<file path="src/rtl/pfe_pkg.sv">
// Shared types for the pilot phase drift estimator.
package pfe_pkg;
    // Reduction sequencer states.
    typedef enum logic [1:0] {
        ST_IDLE,
        ST_LOAD,
        ST_RUN,
        ST_DONE
    } pfe_state_e;

    // Number of zones tracked (interleaved and adjacent permutation).
    localparam int ZONES = 2;
endpackage

</file>
<file path="src/rtl/pfe_pilot_diff.sv">
// Per-slot phase memory and time differencing.
// Assumes pil_valid and frame_end never coincide. The output is registered
// one cycle after the pilot.
module pfe_pilot_diff #(
    parameter int PW     = 12,
    parameter int SLW    = 5,
    parameter int SYW    = 8,
    parameter int P_PUSC = 2,
    parameter int P_AMC  = 6
) (
    input  logic                 clk,
    input  logic                 rst_n,
    input  logic                 frame_end,
    input  logic                 pil_valid,
    input  logic [SLW-1:0]       pil_slot,
    input  logic [PW-1:0]        pil_phase,
    input  logic                 pil_upper,
    input  logic [SYW-1:0]       pil_sym,
    input  logic                 pil_amc,
    output logic                 d_valid,
    output logic signed [PW-1:0] d_val,
    output logic                 d_upper,
    output logic                 d_amc
);
    localparam int NSLOT = 1 << SLW;

    logic [PW-1:0]    ph_mem  [NSLOT];
    logic [SYW-1:0]   sym_mem [NSLOT];
    logic [NSLOT-1:0] amc_mem;
    logic [NSLOT-1:0] vld_mem;
    logic [SYW-1:0]   gap;
    logic [SYW-1:0]   want;
    logic             hit;

    // Decide whether this pilot pairs with the stored one.
    always_comb begin
        gap  = pil_sym - sym_mem[pil_slot];
        want = pil_amc ? SYW'(P_AMC) : SYW'(P_PUSC);
        hit  = vld_mem[pil_slot] && (amc_mem[pil_slot] == pil_amc) && (gap == want);
    end

    // Store the latest phase, symbol and zone of each slot.
    always_ff @(posedge clk) begin
        if (pil_valid) begin
            ph_mem[pil_slot]  <= pil_phase;
            sym_mem[pil_slot] <= pil_sym;
            amc_mem[pil_slot] <= pil_amc;
        end
    end

    // Slot validity and the registered differential output.
    always_ff @(posedge clk) begin
        if (!rst_n) begin
            vld_mem <= '0;
            d_valid <= 1'b0;
            d_val   <= '0;
            d_upper <= 1'b0;
            d_amc   <= 1'b0;
        end else begin
            d_valid <= 1'b0;
            if (frame_end) begin
                vld_mem <= '0;
            end else if (pil_valid) begin
                vld_mem[pil_slot] <= 1'b1;
                d_valid <= hit;
                d_val   <= pil_phase - ph_mem[pil_slot];
                d_upper <= pil_upper;
                d_amc   <= pil_amc;
            end
        end
    end
endmodule

</file>
<file path="src/rtl/pfe_half_accum.sv">
// Per-zone, per-half sums and counts of differential phases.
// frame_end copies the running totals to the snapshot and clears them.
// Assumes at most 2^CW-1 differentials per half per frame.
module pfe_half_accum #(
    parameter int PW = 12,
    parameter int CW = 7,
    parameter int ZN = 2,
    localparam int AW = PW + CW
) (
    input  logic                 clk,
    input  logic                 rst_n,
    input  logic                 frame_end,
    input  logic                 d_valid,
    input  logic signed [PW-1:0] d_val,
    input  logic                 d_upper,
    input  logic                 d_amc,
    output logic signed [AW-1:0] lo_sum [ZN],
    output logic signed [AW-1:0] hi_sum [ZN],
    output logic [CW-1:0]        lo_cnt [ZN],
    output logic [CW-1:0]        hi_cnt [ZN]
);
    for (genvar z = 0; z < ZN; z++) begin : g_zone
        logic signed [AW-1:0] run_lo, run_hi;
        logic [CW-1:0]        run_nlo, run_nhi;
        logic                 mine;

        assign mine = d_valid && (d_amc == 1'(z));

        // Accumulate this zone's pilots and snapshot at frame close.
        always_ff @(posedge clk) begin
            if (!rst_n) begin
                run_lo <= '0; run_hi <= '0; run_nlo <= '0; run_nhi <= '0;
                lo_sum[z] <= '0; hi_sum[z] <= '0; lo_cnt[z] <= '0; hi_cnt[z] <= '0;
            end else if (frame_end) begin
                lo_sum[z] <= run_lo; hi_sum[z] <= run_hi;
                lo_cnt[z] <= run_nlo; hi_cnt[z] <= run_nhi;
                run_lo <= '0; run_hi <= '0; run_nlo <= '0; run_nhi <= '0;
            end else if (mine && d_upper) begin
                run_hi  <= run_hi + d_val;
                run_nhi <= run_nhi + CW'(1);
            end else if (mine) begin
                run_lo  <= run_lo + d_val;
                run_nlo <= run_nlo + CW'(1);
            end
        end
    end
endmodule

</file>
<file path="src/rtl/pfe_divider.sv">
// Unsigned restoring divider, one quotient bit per cycle.
// done pulses NW+1 cycles after start. A zero divisor gives all ones.
module pfe_divider #(
    parameter int NW = 20,
    parameter int DW = 8
) (
    input  logic          clk,
    input  logic          rst_n,
    input  logic          start,
    input  logic [NW-1:0] dividend,
    input  logic [DW-1:0] divisor,
    output logic          done,
    output logic [NW-1:0] quot
);
    localparam int CNTW = $clog2(NW + 1);

    logic [NW-1:0]   dvd;
    logic [DW-1:0]   dvs;
    logic [DW-1:0]   rem;
    logic [CNTW-1:0] cnt;
    logic            busy;
    logic [DW:0]     trial;
    logic            fits;

    // Bring down the next dividend bit and test it against the divisor.
    always_comb begin
        trial = {rem, dvd[NW-1]};
        fits  = trial >= {1'b0, dvs};
    end

    // Iterate through the shift-subtract steps.
    always_ff @(posedge clk) begin
        if (!rst_n) begin
            dvd <= '0; dvs <= '0; rem <= '0; quot <= '0;
            cnt <= '0; busy <= 1'b0; done <= 1'b0;
        end else begin
            done <= 1'b0;
            if (start) begin
                dvd  <= dividend;
                dvs  <= divisor;
                rem  <= '0;
                quot <= '0;
                cnt  <= CNTW'(NW);
                busy <= 1'b1;
            end else if (busy) begin
                rem  <= fits ? DW'(trial - {1'b0, dvs}) : trial[DW-1:0];
                quot <= {quot[NW-2:0], fits};
                dvd  <= dvd << 1;
                cnt  <= cnt - CNTW'(1);
                if (cnt == CNTW'(1)) begin
                    busy <= 1'b0;
                    done <= 1'b1;
                end
            end
        end
    end
endmodule

</file>
<file path="src/rtl/pfe_smoother.sv">
// Moving average over the last 2^LOG2 pushed values (floor). It reads zero
// until the window has been filled once.
module pfe_smoother #(
    parameter int W    = 12,
    parameter int LOG2 = 2
) (
    input  logic                clk,
    input  logic                rst_n,
    input  logic                push,
    input  logic signed [W-1:0] din,
    output logic signed [W-1:0] avg,
    output logic                full
);
    localparam int N = 1 << LOG2;

    logic signed [W-1:0]      hist [N];
    logic [LOG2:0]            fill;
    logic signed [W+LOG2-1:0] sum;

    // Shift the history and count entries up to the window size.
    always_ff @(posedge clk) begin
        if (!rst_n) begin
            for (int i = 0; i < N; i++) hist[i] <= '0;
            fill <= '0;
        end else if (push) begin
            hist[0] <= din;
            for (int i = 1; i < N; i++) hist[i] <= hist[i-1];
            if (fill != (LOG2+1)'(N)) fill <= fill + (LOG2+1)'(1);
        end
    end

    // Sum the window and scale it by the window size.
    always_comb begin
        sum = '0;
        for (int i = 0; i < N; i++) sum = sum + hist[i];
        full = (fill == (LOG2+1)'(N));
        avg  = full ? sum[W+LOG2-1:LOG2] : '0;
    end
endmodule

</file>
<file path="src/rtl/pilot_fo_estimator.sv">
// Top level: differences pilot phases per slot, accumulates them per zone
// and band half, then at frame close runs four divisions on one shared
// divider (intercept and slope for each zone), combines the zones and
// smooths the result. Assumes frame_end comes at least 3 cycles after the
// last pilot and not while a reduction is still running.
module pilot_fo_estimator #(
    parameter int PW       = 12,
    parameter int NSLOT    = 32,
    parameter int SYW      = 8,
    parameter int MAXP     = 64,
    parameter int P_PUSC   = 2,
    parameter int P_AMC    = 6,
    parameter int AVG_LOG2 = 2
) (
    input  logic                     clk,
    input  logic                     rst_n,
    input  logic                     pil_valid,
    input  logic [$clog2(NSLOT)-1:0] pil_slot,
    input  logic [PW-1:0]            pil_phase,
    input  logic                     pil_upper,
    input  logic [SYW-1:0]           pil_sym,
    input  logic                     pil_amc,
    input  logic                     frame_end,
    output logic                     est_strobe,
    output logic                     est_fresh,
    output logic                     half_mismatch,
    output logic signed [PW-1:0]     frame_int,
    output logic signed [PW:0]       frame_slope,
    output logic signed [PW-1:0]     avg_int,
    output logic signed [PW:0]       avg_slope,
    output logic                     avg_valid
);
    import pfe_pkg::*;

    localparam int SLW = $clog2(NSLOT);
    localparam int CW  = $clog2(MAXP + 1);
    localparam int AW  = PW + CW;
    localparam int SW  = AW + 1;
    localparam int DW  = CW + 1;

    logic                 d_valid, d_upper, d_amc;
    logic signed [PW-1:0] d_val;
    logic signed [AW-1:0] lo_sum [ZONES];
    logic signed [AW-1:0] hi_sum [ZONES];
    logic [CW-1:0]        lo_cnt [ZONES];
    logic [CW-1:0]        hi_cnt [ZONES];

    pfe_state_e           state;
    logic [1:0]           job;
    logic                 neg_q;
    logic signed [SW-1:0] q_res [4];
    logic                 div_done;
    logic [SW-1:0]        div_quot;

    logic                 zsel, kind;
    logic signed [SW-1:0] lo_x, hi_x, num;
    logic [SW-1:0]        num_mag;
    logic [DW-1:0]        dvs;
    logic [ZONES-1:0]     usable;
    logic                 mism;
    logic signed [SW:0]   both_i, both_s, pick_i, pick_s;
    logic                 push;

    pfe_pilot_diff #(.PW(PW), .SLW(SLW), .SYW(SYW), .P_PUSC(P_PUSC), .P_AMC(P_AMC)) u_diff (
        .clk(clk), .rst_n(rst_n), .frame_end(frame_end), .pil_valid(pil_valid),
        .pil_slot(pil_slot), .pil_phase(pil_phase), .pil_upper(pil_upper),
        .pil_sym(pil_sym), .pil_amc(pil_amc), .d_valid(d_valid), .d_val(d_val),
        .d_upper(d_upper), .d_amc(d_amc)
    );

    pfe_half_accum #(.PW(PW), .CW(CW), .ZN(ZONES)) u_acc (
        .clk(clk), .rst_n(rst_n), .frame_end(frame_end), .d_valid(d_valid),
        .d_val(d_val), .d_upper(d_upper), .d_amc(d_amc),
        .lo_sum(lo_sum), .hi_sum(hi_sum), .lo_cnt(lo_cnt), .hi_cnt(hi_cnt)
    );

    // Operands of the current job: job = {zone, 0 intercept / 1 slope}.
    always_comb begin
        zsel    = job[1];
        kind    = job[0];
        lo_x    = lo_sum[zsel];
        hi_x    = hi_sum[zsel];
        num     = kind ? (hi_x - lo_x) : (hi_x + lo_x);
        num_mag = num[SW-1] ? SW'(-num) : SW'(num);
        dvs     = kind ? {1'b0, lo_cnt[zsel]} : {lo_cnt[zsel], 1'b0};
    end

    pfe_divider #(.NW(SW), .DW(DW)) u_div (
        .clk(clk), .rst_n(rst_n), .start(state == ST_LOAD), .dividend(num_mag),
        .divisor(dvs), .done(div_done), .quot(div_quot)
    );

    // Zone usability and the combination of the zone results.
    always_comb begin
        for (int z = 0; z < ZONES; z++)
            usable[z] = (lo_cnt[z] == hi_cnt[z]) && (lo_cnt[z] != '0);
        mism   = (lo_cnt[0] != hi_cnt[0]) || (lo_cnt[1] != hi_cnt[1]);
        both_i = q_res[0] + q_res[2];
        both_s = q_res[1] + q_res[3];
        if (usable[0] && usable[1]) begin
            pick_i = both_i >>> 1;
            pick_s = both_s >>> 1;
        end else if (usable[0]) begin
            pick_i = q_res[0];
            pick_s = q_res[1];
        end else begin
            pick_i = q_res[2];
            pick_s = q_res[3];
        end
        push = (state == ST_DONE) && (usable != '0);
    end

    // Sequence the four divisions and post the frame result.
    always_ff @(posedge clk) begin
        if (!rst_n) begin
            state <= ST_IDLE; job <= '0; neg_q <= 1'b0;
            for (int j = 0; j < 4; j++) q_res[j] <= '0;
            est_strobe <= 1'b0; est_fresh <= 1'b0; half_mismatch <= 1'b0;
            frame_int <= '0; frame_slope <= '0;
        end else begin
            est_strobe <= 1'b0;
            est_fresh  <= 1'b0;
            case (state)
                ST_IDLE: if (frame_end) begin
                    state <= ST_LOAD;
                    job   <= '0;
                end
                ST_LOAD: begin
                    neg_q <= num[SW-1];
                    state <= ST_RUN;
                end
                ST_RUN: if (div_done) begin
                    q_res[job] <= neg_q ? SW'(-div_quot) : SW'(div_quot);
                    if (job == 2'd3) state <= ST_DONE;
                    else begin
                        job   <= job + 2'd1;
                        state <= ST_LOAD;
                    end
                end
                default: begin
                    est_strobe    <= 1'b1;
                    est_fresh     <= push;
                    half_mismatch <= mism;
                    if (push) begin
                        frame_int   <= PW'(pick_i);
                        frame_slope <= (PW+1)'(pick_s);
                    end
                    state <= ST_IDLE;
                end
            endcase
        end
    end

    pfe_smoother #(.W(PW), .LOG2(AVG_LOG2)) u_sm_int (
        .clk(clk), .rst_n(rst_n), .push(push), .din(PW'(pick_i)),
        .avg(avg_int), .full(avg_valid)
    );

    pfe_smoother #(.W(PW+1), .LOG2(AVG_LOG2)) u_sm_slope (
        .clk(clk), .rst_n(rst_n), .push(push), .din((PW+1)'(pick_s)),
        .avg(avg_slope), .full()
    );
endmodule

</file>
<file path="config.mk">
export PLATFORM = sky130hd
export DESIGN_NAME = pilot_fo_estimator
export DESIGN_NICKNAME = d
export VERILOG_FILES = /design/src/rtl/pfe_pkg.sv /design/src/rtl/pfe_pilot_diff.sv /design/src/rtl/pfe_half_accum.sv /design/src/rtl/pfe_divider.sv /design/src/rtl/pfe_smoother.sv /design/src/rtl/pilot_fo_estimator.sv
export SDC_FILE = /design/constraint.sdc
export NUM_CORES = 2
export LEC_CHECK = 0
export BUFFER_PORTS_ARGS = -buffer_cell sky130_fd_sc_hd__buf_2
export CAP_MARGIN = 20
export CORE_UTILIZATION = 47
export CTS_CLUSTER_DIAMETER = 80
export DETAILED_ROUTE_END_ITERATION = 7
export MAX_ROUTING_LAYER = met4
export SLEW_MARGIN = 5
export SYNTH_ARGS = -nofsm -noshare
export SYNTH_HDL_FRONTEND = slang
export SYNTH_HIERARCHICAL = 1
export SYNTH_SLANG_ARGS = --single-unit
</file>
<file path="constraint.sdc">
create_clock -name clk -period 14.2 [get_ports clk]
set_input_delay 1.42 -clock clk [delete_from_list [all_inputs] [get_ports clk]]
set_output_delay 1.42 -clock clk [all_outputs]
set_load 0.02 [all_outputs]
</file>
==> impl_metrics.ini <==
[worst_setup_path]
cp.arrival_ps = 6550
start_kind = input port
cp_max_fo = 78
end_kind = flop
crit_path_top_delay_cell = buf_4
cp.required_ps = 14890
criticalPathCategory = in -> reg
path_cells = buf_8 > buf_4 > buf_4 > mux4_2 > a22o_1 > a221oi_1 > and3_1 > ha_1 > xnor2_1 > xnor2_1 > nor4b_1 > nand2_1 > or4_1 > nor4b_2
slowest_delay_ps = 670

[global_routing]
grt_pass1_wl_mm = 210
track_usage = 0.234
globalRoute.totalOverflow = 0
grt_pass1_vias = 34400
grt_max_degree = 95
antenna_found_initial = 5

[placement]
port_buffers = 84
dp_hpwl_mm = 86.1
dp_cells = 5986
routabilityCongestion = 0.840

[routing]
wl_per_cell_um = 22.3
wirelength_mm = 138
postRouteAntennaNets = 0
num_vias = 35500
drt_pre_antenna_iters = 5
dr.first_iter.drc_count = 3048
post_drt_via_cell_ratio = 5.71
drc_errors = 0

[synthesis]
syn_nets = 4726
syn_inst = 4457
synth.yosys.warnings = 6
netlist_area_um2 = 56500
syn_avg_cell_area_um2 = 12.7

[timing]
finalSetupTns_ps = 0
relSlewSlack = 0.201
rsz0062_at_grt = no
slew_violations = 0
worst_pin_slew_ps = 1200
finalHoldViolations = 0
min_period_ps = 5860
finalSetupViolCount = 0
fmax_ghz = 0.171
period_share = 0.413
finalClockSkew_ps = 81.1

[power]
seqPwrFrac = 0.486
powerDensity_nw_per_um2 = 122
p_comb_frac = 0.084
ir_worst_vdd_mv = 0.116
p_sw_mw = 1.81
clockPowerShare = 0.430
power.leakage_nw = 23.0
p_int_mw = 5.91
swShare = 0.235

[floorplanning]
start_util = 0.477
die_w_um = 349
ios = 85
design.die.area_um2 = 122000
row_count = 126
core_region_area_um2 = 119000
die_y_um = 349

[clocking]
root_buffer = clkbuf_16
cts_max_level = 3
cts_tree = built
clockBufferDepth = 3
cts_sinks = 1177
cts.clk_slew.worst_paths_ps = 60
hold_buffers = 0
cts_resized = 0
postCtsSetupBuffers = 0
clk_latency_ps = 770
numCtsBuffers = 121

[finish]
drive_above_1_share = 0.143
fin_util = 0.533
syn_to_final_growth_pct = 11.7
num-fill-cells = 9970
register_area_um2 = 31800
nets = 4779
multi_input_area_um2 = 23200
final_cells = 6218

[run_status]
status = completed

[run]
cap_viol_max_count = 0

[worst_hold_path]
hold_path.class = reg -> reg
[layout make-up]
cell class | count | area share
Clock inverter | 73 | 0.0148
Inverter | 225 | 0.0134
Sequential cell | 1177 | 0.504
Clock buffer | 156 | 0.0526
Tap cell | 1600 | 0.0317
Multi-Input combinational cell | 2832 | 0.367
Timing Repair Buffer | 153 | 0.0160
Antenna cell | 2 | 0.0000793
[cell usage in the layout, fill, tap and decap left out, types with 30 or more instances in the layout]
| cell | count |
|---|---|
| and2_1 | 33 |
| nor2_4 | 32 |
| inv_1 | 221 |
| clkbuf_16 | 121 |
| nand2_1 | 274 |
| nor3_1 | 60 |
| a21o_1 | 47 |
| a21oi_1 | 203 |
| buf_2 | 80 |
| xor2_1 | 81 |
| o21a_1 | 70 |
| nand2b_1 | 39 |
| fa_1 | 61 |
| a211oi_1 | 36 |
| mux2i_1 | 190 |
| clkinv_2 | 30 |
| edfxtp_1 | 826 |
| and3_1 | 138 |
| nand3_1 | 76 |
| buf_4 | 66 |
| nor2_1 | 226 |
| nor2b_1 | 150 |
| mux4_2 | 174 |
| o21ai_0 | 149 |
| ha_1 | 177 |
| a22oi_1 | 59 |
| dfxtp_1 | 348 |
| xnor2_1 | 104 |
[stage by stage]
| step | hold WS [ps] | power, mW | setup WS [ps] | area, um^2 |
|---|---|---|---|---|
| 2_1_floorplan | 435 | 4.29 | 8590 | 56500 |
| 3_3_place_gp | 442 | 4.47 | 7510 | 58800 |
| 3_5_place_dp | 445 | 4.48 | 7450 | 58900 |
| 4_1_cts | 453 | 7.79 | 8230 | 63100 |
| 5_1_grt | 475 | 7.99 | 7950 | 63100 |
| 6_report | 452 | 7.72 | 8340 | 63100 |
[power groups by stage]
stage	combinational [mW]	clock, mW	sequential (mW)
floorplan	0.484	0	3.81
global placement	0.646	0	3.82
detailed placement	0.652	0	3.82
CTS	0.656	3.39	3.75
global route	0.724	3.51	3.75
finish	0.652	3.32	3.75
[final timing paths]
kind                      from        endpoint  slack, ps  cells past startpoint
hold reg to reg   frame_int[6]    frame_int[6]        450                      2
setup reg to reg        job[1]    u_div/dvd[1]       8780                     17
hold / removal    frame_int[6]    frame_int[6]        450                      2
setup / recovery   pil_slot[0]  u_diff/d_valid       8340                     14
[per-layer routing]
layer / up-vias / GRT usage / wire [um]
met5: - / - / 0
met4: 0 / 0.0608 / 3490
met3: 205 / 0.0330 / 7860
met2: 928 / 0.376 / 65700
met1: 17600 / 0.312 / 61400
li1: 16700 / - / -
[flip-flops by register name (all words and copies together) (netlist names), 20 cells and up]
register and count:
u_sm_slope/hist 52, u_acc/hi_sum 38, u_diff/vld_mem 32, q_res 54, u_div/dvd 20, u_diff/sym_mem 256, u_diff/ph_mem 384, u_sm_int/hist 48
u_acc/g_zone.run_hi 38, u_diff/amc_mem 32, u_acc/lo_sum 38, u_acc/g_zone.run_lo 38
[critical path, delay by kind of cell]
family	cells	cell delay [ps]
AO/OA/AOI/OAI	2	520
XOR/XNOR	2	300
adder cells (fa/ha/maj)	1	270
buffers and inverters	3	1920
multiplexers	1	580
AND/OR/NAND/NOR	5	1410
No activity file was read; power rests on OpenSTA's default activity.
